[config.mk]
export PLATFORM = sky130hd
export DESIGN_NAME = pwm_cmp_channel
export DESIGN_NICKNAME = d
export VERILOG_FILES = /design/src/rtl/pwmc_pkg.sv /design/src/rtl/pwmc_ctrl.sv /design/src/rtl/pwmc_dp.sv /design/src/rtl/pwm_cmp_channel.sv
export SDC_FILE = /design/constraint.sdc
export NUM_CORES = 1
export LEC_CHECK = 0
export BUFFER_PORTS_ARGS = -buffer_cell sky130_fd_sc_hd__buf_2
export CORE_ASPECT_RATIO = 0.8
export CORE_MARGIN = 2
export CORE_UTILIZATION = 52
export CTS_CLUSTER_SIZE = 14
export DETAILED_ROUTE_END_ITERATION = 10
export HOLD_SLACK_MARGIN = 0.1
export PLACE_DENSITY = 0.84
export RECOVER_POWER = 50
export SYNTH_ARGS = -nofsm -noshare
export SYNTH_HDL_FRONTEND = slang
export SYNTH_SLANG_ARGS = --single-unit
[constraint.sdc]
create_clock -name clk -period 2.2 [get_ports clk]
set_clock_uncertainty 0.2 [all_clocks]
set_input_delay 0.22 -clock clk [delete_from_list [all_inputs] [get_ports clk]]
set_output_delay 0.22 -clock clk [all_outputs]
set_load 0.02 [all_outputs]
[src/rtl/pwmc_pkg.sv]
package pwmc_pkg;
  localparam int unsigned ACT_W = 2;

  typedef enum logic [ACT_W-1:0] {
    ACT_LOW  = 2'd0,
    ACT_HIGH = 2'd1,
    ACT_KEEP = 2'd2,
    ACT_FLIP = 2'd3
  } act_e;

  // strobes from control to datapath
  typedef struct packed {
    logic drive;    // load pin with level
    logic level;
    logic flip;     // invert pin
    logic loadBuf;  // copy buffer into active compare
  } pwmc_strobe_t;

  function automatic pwmc_strobe_t decodeAct(input logic [ACT_W-1:0] a,
                                             input logic canFlip);
    pwmc_strobe_t s;
    s = '0;
    case (act_e'(a))
      ACT_LOW:  s.drive = 1'b1;
      ACT_HIGH: begin s.drive = 1'b1; s.level = 1'b1; end
      ACT_FLIP: s.flip = canFlip;
      default:  s = '0;
    endcase
    return s;
  endfunction
endpackage

[src/rtl/pwmc_ctrl.sv]
module pwmc_ctrl
  import pwmc_pkg::*;
(
  input  logic                 clk,
  input  logic                 rstN,
  input  logic                 periodMatch,
  input  logic                 cntStart,
  input  logic                 cntStop,
  input  logic                 cmpHit,
  input  logic                 triMode,
  input  logic                 crest,
  input  logic                 trough,
  input  logic [ACT_W-1:0]     startAct,
  input  logic [ACT_W-1:0]     stopAct,
  input  logic [ACT_W-1:0]     cmpAct,
  input  logic [ACT_W-1:0]     perAct,
  input  logic [1:0]           forceSel,
  input  logic                 bufEn,
  input  logic                 xferCrest,
  input  logic                 xferTrough,
  output pwmc_strobe_t         stb,
  output logic [1:0]           forceHeld
);
  logic [1:0]   forceReg;
  logic [1:0]   forceNext;
  pwmc_strobe_t pinStb;
  logic         xferPoint;

  // force request only changes at a period boundary
  assign forceNext = periodMatch ? forceSel : forceReg;

  always_ff @(posedge clk) begin
    if (!rstN) forceReg <= 2'b00;
    else       forceReg <= forceNext;
  end

  always_comb begin
    pinStb = '0;
    if (forceNext[1]) begin
      pinStb.drive = 1'b1;
      pinStb.level = forceNext[0];
    end else if (cntStop) begin
      pinStb = decodeAct(stopAct, 1'b0);
    end else if (cntStart) begin
      pinStb = decodeAct(startAct, 1'b0);
    end else if (periodMatch) begin
      pinStb = decodeAct(perAct, 1'b1);
    end else if (cmpHit) begin
      pinStb = decodeAct(cmpAct, 1'b1);
    end
  end

  assign xferPoint = triMode ? ((crest & xferCrest) | (trough & xferTrough))
                             : periodMatch;

  always_comb begin
    stb         = pinStb;
    stb.loadBuf = bufEn & xferPoint;
  end

  assign forceHeld = forceReg;
endmodule

[src/rtl/pwmc_dp.sv]
module pwmc_dp
  import pwmc_pkg::*;
#(
  parameter int unsigned CNT_W = 16
) (
  input  logic              clk,
  input  logic              rstN,
  input  logic [CNT_W-1:0]  cnt,
  input  logic              tick,
  input  pwmc_strobe_t      stb,
  input  logic              cmpWrEn,
  input  logic [CNT_W-1:0]  cmpWrData,
  input  logic              bufWrEn,
  input  logic [CNT_W-1:0]  bufWrData,
  output logic              cmpHit,
  output logic              pwmOut,
  output logic              matchFlag,
  output logic [CNT_W-1:0]  cmpActive,
  output logic [CNT_W-1:0]  bufHeld
);
  logic [CNT_W-1:0] cmpReg;
  logic [CNT_W-1:0] bufReg;
  logic             pinReg;
  logic             flagReg;

  assign cmpHit = tick && (cnt == cmpReg);

  always_ff @(posedge clk) begin
    if (!rstN) begin
      cmpReg <= '0;
      bufReg <= '0;
    end else begin
      if (cmpWrEn)          cmpReg <= cmpWrData;
      else if (stb.loadBuf) cmpReg <= bufReg;
      if (bufWrEn)          bufReg <= bufWrData;
    end
  end

  always_ff @(posedge clk) begin
    if (!rstN) begin
      pinReg  <= 1'b0;
      flagReg <= 1'b0;
    end else begin
      flagReg <= cmpHit;
      if (stb.drive)     pinReg <= stb.level;
      else if (stb.flip) pinReg <= ~pinReg;
    end
  end

  assign pwmOut    = pinReg;
  assign matchFlag = flagReg;
  assign cmpActive = cmpReg;
  assign bufHeld   = bufReg;
endmodule

[src/rtl/pwm_cmp_channel.sv]
module pwm_cmp_channel
  import pwmc_pkg::*;
#(
  parameter int unsigned CNT_W = 16
) (
  input  logic             clk,
  input  logic             rstN,
  input  logic [CNT_W-1:0] cnt,
  input  logic             tick,
  input  logic             periodMatch,
  input  logic             cntStart,
  input  logic             cntStop,
  input  logic             triMode,
  input  logic             crest,
  input  logic             trough,
  input  logic [1:0]       startAct,
  input  logic [1:0]       stopAct,
  input  logic [1:0]       cmpAct,
  input  logic [1:0]       perAct,
  input  logic [1:0]       forceSel,
  input  logic             bufEn,
  input  logic             xferCrest,
  input  logic             xferTrough,
  input  logic             cmpWrEn,
  input  logic [CNT_W-1:0] cmpWrData,
  input  logic             bufWrEn,
  input  logic [CNT_W-1:0] bufWrData,
  output logic             pwmOut,
  output logic             matchFlag
);
  pwmc_strobe_t     stb;
  logic             cmpHit;
  logic [1:0]       forceHeld;
  logic [CNT_W-1:0] cmpActive;
  logic [CNT_W-1:0] bufHeld;

  pwmc_ctrl u_ctrl (
    .clk, .rstN, .periodMatch, .cntStart, .cntStop, .cmpHit,
    .triMode, .crest, .trough, .startAct, .stopAct, .cmpAct, .perAct,
    .forceSel, .bufEn, .xferCrest, .xferTrough, .stb, .forceHeld
  );

  pwmc_dp #(.CNT_W(CNT_W)) u_dp (
    .clk, .rstN, .cnt, .tick, .stb, .cmpWrEn, .cmpWrData, .bufWrEn,
    .bufWrData, .cmpHit, .pwmOut, .matchFlag, .cmpActive, .bufHeld
  );
endmodule

# Yosys cells after proc, flatten, opt, wreduce, memory -nomap -nowiden

Index checks and enable logic that the tools add are counted.

Equal/unequal tests: 7
Mux-type cells: 22
Bitwise logic cells: 5
Reduce and logical (&&, ||, !) cells: 11

Operators with widths:

| kind               | count |
|---|---|
| $mux 16            | 2 |
| $eq 16x16->1       | 1 |
| $mux 4             | 4 |
| $mux 1             | 13 |
| $eq 2x1->1 const B | 4 |
| $logic_not 2->1    | 4 |
| $reduce_or 2->1    | 4 |
| $mux 2             | 3 |
| $eq 2x2->1 const B | 2 |
| $reduce_bool 2->1  | 2 |
| $and 1x1->1        | 3 |
| $logic_and 1x1->1  | 1 |
| $not 1->1          | 1 |
| $or 1x1->1         | 1 |

Register bits: 36

# Depth between registers and ports, before layout

Word-level depth: 10
Gate-level depth with buffers: 8
Depth with buffers taken out: 6

# Hierarchy

A second synthesis with hierarchy kept.

Cells, all modules: 200
Area, all modules: 1774.2 um^2

Modules (own cells, without submodules):

| module    | instances | cells an instance | area each (um^2) | seq. area each (um^2) |
|---|---|---|---|---|
| pwmc_dp   | 1         | 170               | 1532.7           | 680.7 |
| pwmc_ctrl | 1         | 30                | 241.5            | 40.0 |

# Worst setup path before layout

No wires, ideal clock.

Path kind: in2reg
Start: in periodMatch
End: reg u_dp.cmpReg[10] (netlist: u_dp.cmpActive[10])
Setup time: 128 ps
Data arrival time: 1262 ps
Setup slack: 611 ps
Stages on the path: 7
Cell sequence: buf_6 -> o211a_1 -> buf_6 -> buf_12 -> mux2_4 -> mux2i_1 -> nor2_1

Longest elaborated chain between the ends: 3

Ends and longest elaborated chain:

| what                        | line                  | RTL |
|---|---|---|
| from (decl)                 | pwm_cmp_channel.sv:10 | `input logic periodMatch,` |
| $mux 1                      | pwmc_ctrl.sv:53       | `assign xferPoint = triMode ? ((crest & xferCrest) \| (trough & xferTrough))` |
| $and 1x1->1                 | pwmc_ctrl.sv:58       | `stb.loadBuf = bufEn & xferPoint;` |
| $reduce_bool 2->1 (no line) | --                    |  |
| to (signal assigned)        | pwmc_dp.sv:33         | `if (cmpWrEn) cmpReg <= cmpWrData;` |
| to (signal assigned)        | pwmc_dp.sv:34         | `else if (stb.loadBuf) cmpReg <= bufReg;` |
| to (decl)                   | pwmc_dp.sv:21         | `logic [CNT_W-1:0] cmpReg;` |

No other way between the ends.
A chain may end at the register's enable or synchronous reset.

# Final worst setup path

Start: in rstN
End: reg u_dp.cmpReg[13] (netlist: u_dp.cmpActive[13])

RTL lines:

| what        | line                 | RTL |
|---|---|---|
| from (decl) | pwm_cmp_channel.sv:7 | `input logic rstN,` |

No word-level cell between the ends.

==> flow_summary.json <==
{
  "status": "finished clean",
  "gp_congestion": 0.795,
  "finalCritPeriodShare_pct": 83.3,
  "tritoncts": "done",
  "r2r_end": "u_dp.pwmOut",
  "rsz0062_at_grt": "no",
  "fin_area_sq_mm": 0.00260,
  "cp-end-kind": "register",
  "rrSetupSlack_ns": 0.54,
  "numPortBuffers": 73,
  "powerDensity_mw_per_mm2": 563,
  "rows": 19,
  "final_cell_mix": "70 x buf_2, 38 x nor2_1, 36 x dfxtp_1, 35 x mux2i_1, 35 x dlygate4sd3_1",
  "area_growth_pct": 41.2,
  "viasPerCell": 5.01,
  "die_y_um": 57.2,
  "grt_max_degree": 23,
  "hold_viol": 0,
  "wl_um": 4480,
  "clk-insertion-delay-late_ns": 0.28,
  "crit_start": "rstN",
  "postPlaceCellArea_sq_mm": 0.00220,
  "dp_hpwl_um": 2870,
  "syn_inst": 183,
  "utilization_pct": 76.0,
  "tightestPinTransition_ns": 0.525,
  "setup_viol": 0,
  "power.leakage_uw": 0.00124,
  "path_clk_slew_ns": 0.07,
  "root_buffer": "clkbuf_8",
  "grt_pass1_vias": 1645,
  "clk_path_buf_depth": 2,
  "antenna_cells": 0,
  "layout_commonest_cell": "buf_2",
  "maxSlewViolCount": 0,
  "seq_area_sq_um": 721,
  "clock-sinks": 36,
  "worst-path-max-fanout": 22,
  "r2r-start": "u_dp.cmpActive[10]",
  "synth.cell_area_sq_mm": 0.00184,
  "vdd_ir_drop_max_uv": 521,
  "vias": 1664,
  "crit_type": "in -> reg",
  "nFillCells": 272,
  "antenna_found_initial": 0,
  "grt_first_pass_wirelength_um": 7190,
  "hp-class": "in -> reg",
  "h-tree-depth": 2,
  "core_sq_mm": 0.00342,
  "grt_overflow_total": 0,
  "drtIter0Drc": 62,
  "synth_seq_cells": 36,
  "ant_nets": 0,
  "syn-num-nets": 255,
  "initial_core_util_pct": 53.8,
  "wire_per_inst_um": 13.5,
  "dr.pass1.iters": 4,
  "cp.arrival_ns": 1.85,
  "synth_cell_types": 30,
  "period_needed_ns": 1.83,
  "yosys_warnings": 0,
  "cts_buffers": 5,
  "nets": 362,
  "pin_count": 74,
  "multi_input_area_sq_mm": 0.00102,
  "grt_usage_pct": 23.1,
  "maxCapViolCount": 0,
  "reg2reg_depth": 6,
  "endpoint": "u_dp.cmpActive[13]",
  "worstPathRequired_ns": 2.22,
  "fin_tns_setup_ns": 0,
  "ys_seq_area_share_pct": 39.1,
  "drc": 0,
  "clock.fmax_mhz": 545,
  "slew_headroom_pct": 65.0,
  "layout-drive-gt1-share_pct": 31.4,
  "die_x_um": 70.5,
  "synth_area_per_cell_sq_um": 10.1,
  "critPathLaunchType": "primary input",
  "die_area_sq_mm": 0.00404
}
==> critical path: stages <==
cell and delay (ns):
dlygate4sd3_1 0.53, clkbuf_1 0.14, clkinv_1 0.33, clkbuf_2 0.43
nor2_1 0.19
==> power by group <==
part | total [uW] | internal [uW] | leakage, uW | switching, uW
clock | 438 | 215 | 0.0000410 | 223
combinational | 310 | 185 | 0.000899 | 125
sequential | 716 | 693 | 0.000297 | 23.5
total | 1460 | 1090 | 0.00124 | 372
==> cell usage after synthesis <==
cell type	number	area share [%]
a22oi_1	1	0.41
nor3_1	3	0.81
mux2_2	6	3.7
a21oi_1	1	0.27
o21ai_0	3	0.81
o21a_1	1	0.41
inv_1	1	0.20
clkinv_1	1	0.20
xnor2_1	16	7.6
buf_4	1	0.41
buf_1	1	0.20
clkbuf_1	4	0.81
and4b_1	1	0.54
dfxtp_1	36	39
nand3_1	2	0.54
xor2_1	1	0.48
nand4_1	6	2.0
o22ai_1	1	0.34
mux2i_1	35	19
a21bo_2	1	0.54
nand2_1	5	1.0
nor4bb_1	1	0.54
buf_12	1	1.1
buf_2	1	0.27
buf_6	2	1.2
or2b_1	1	0.41
nor2_1	38	7.7
mux2_4	10	8.2
o211a_1	1	0.54
and4_2	1	0.54
==> state kept, by name, summed over array words and instances, names as in the netlist <==
name              cells
u_dp.pwmOut           1
u_dp.bufHeld         16
u_dp.matchFlag        1
u_ctrl.forceHeld      2
u_dp.cmpActive       16
==> area by class of cell <==
type,instances,area share (%)
clock buffers,6,2.79
inverters,2,0.289
clock inverters,1,0.192
multi-input cells,135,39.2
flip-flops and latches,36,27.7
repair buffers,110,27.8
well taps,42,2.02
==> per-stage QoR <==
| stage | instances | hold slack [ns] | total power, uW | setup WS (ns) |
|---|---|---|---|---|
| CTS | 332 | 0.118 | 1480 | 0.515 |
| floorplan | 183 | 0.167 | 909 | 0.611 |
| global placement | 290 | 0.252 | 994 | 0.480 |
| detailed placement | 290 | 0.260 | 1000 | 0.462 |
| finish | 332 | 0.137 | 1460 | 0.367 |
| global route | 332 | 0.157 | 1540 | 0.248 |
==> how the worst min path moves through the flow <==
stage                        startpoint                   to  slack [ns]  cells after the start
after detailed placement  cmpWrData[13]   u_dp.cmpActive[13]        0.26                      3
after CTS                   periodMatch  u_ctrl.forceHeld[0]        0.12                      3
after floorplan           cmpWrData[10]   u_dp.cmpActive[10]        0.17                      2
final                       periodMatch  u_ctrl.forceHeld[0]        0.14                      3
after global routing        periodMatch  u_ctrl.forceHeld[0]        0.16                      3
after global placement     bufWrData[0]      u_dp.bufHeld[0]        0.25                      3
==> metal layers <==
metal | GRT usage (%) | wire (um)
met5 | 0 | 0
met4 | 5.66 | 27
met1 | 27.3 | 2000
met3 | 6.71 | 195
met2 | 41.6 | 2260
==> kinds of logic (layout without fill, tap and decap cells) <==
kind of cell	after synthesis	in the layout	synth area share, %
simple gates	58	58	14.2
mux	51	51	30.8
xor+xnor	17	17	8.08
compound gates	9	9	3.33
buf+inv	12	119	4.41
flops	36	36	39.1
==> repair_timing <==
item / 4_1_cts / 5_1_grt
gates resized for setup: 0 / 0
hold buffers: 35 / 0
endpoints found under the hold margin: 35 / 0
setup buffers: 0 / 0
(Power assumes the default switching activity.)
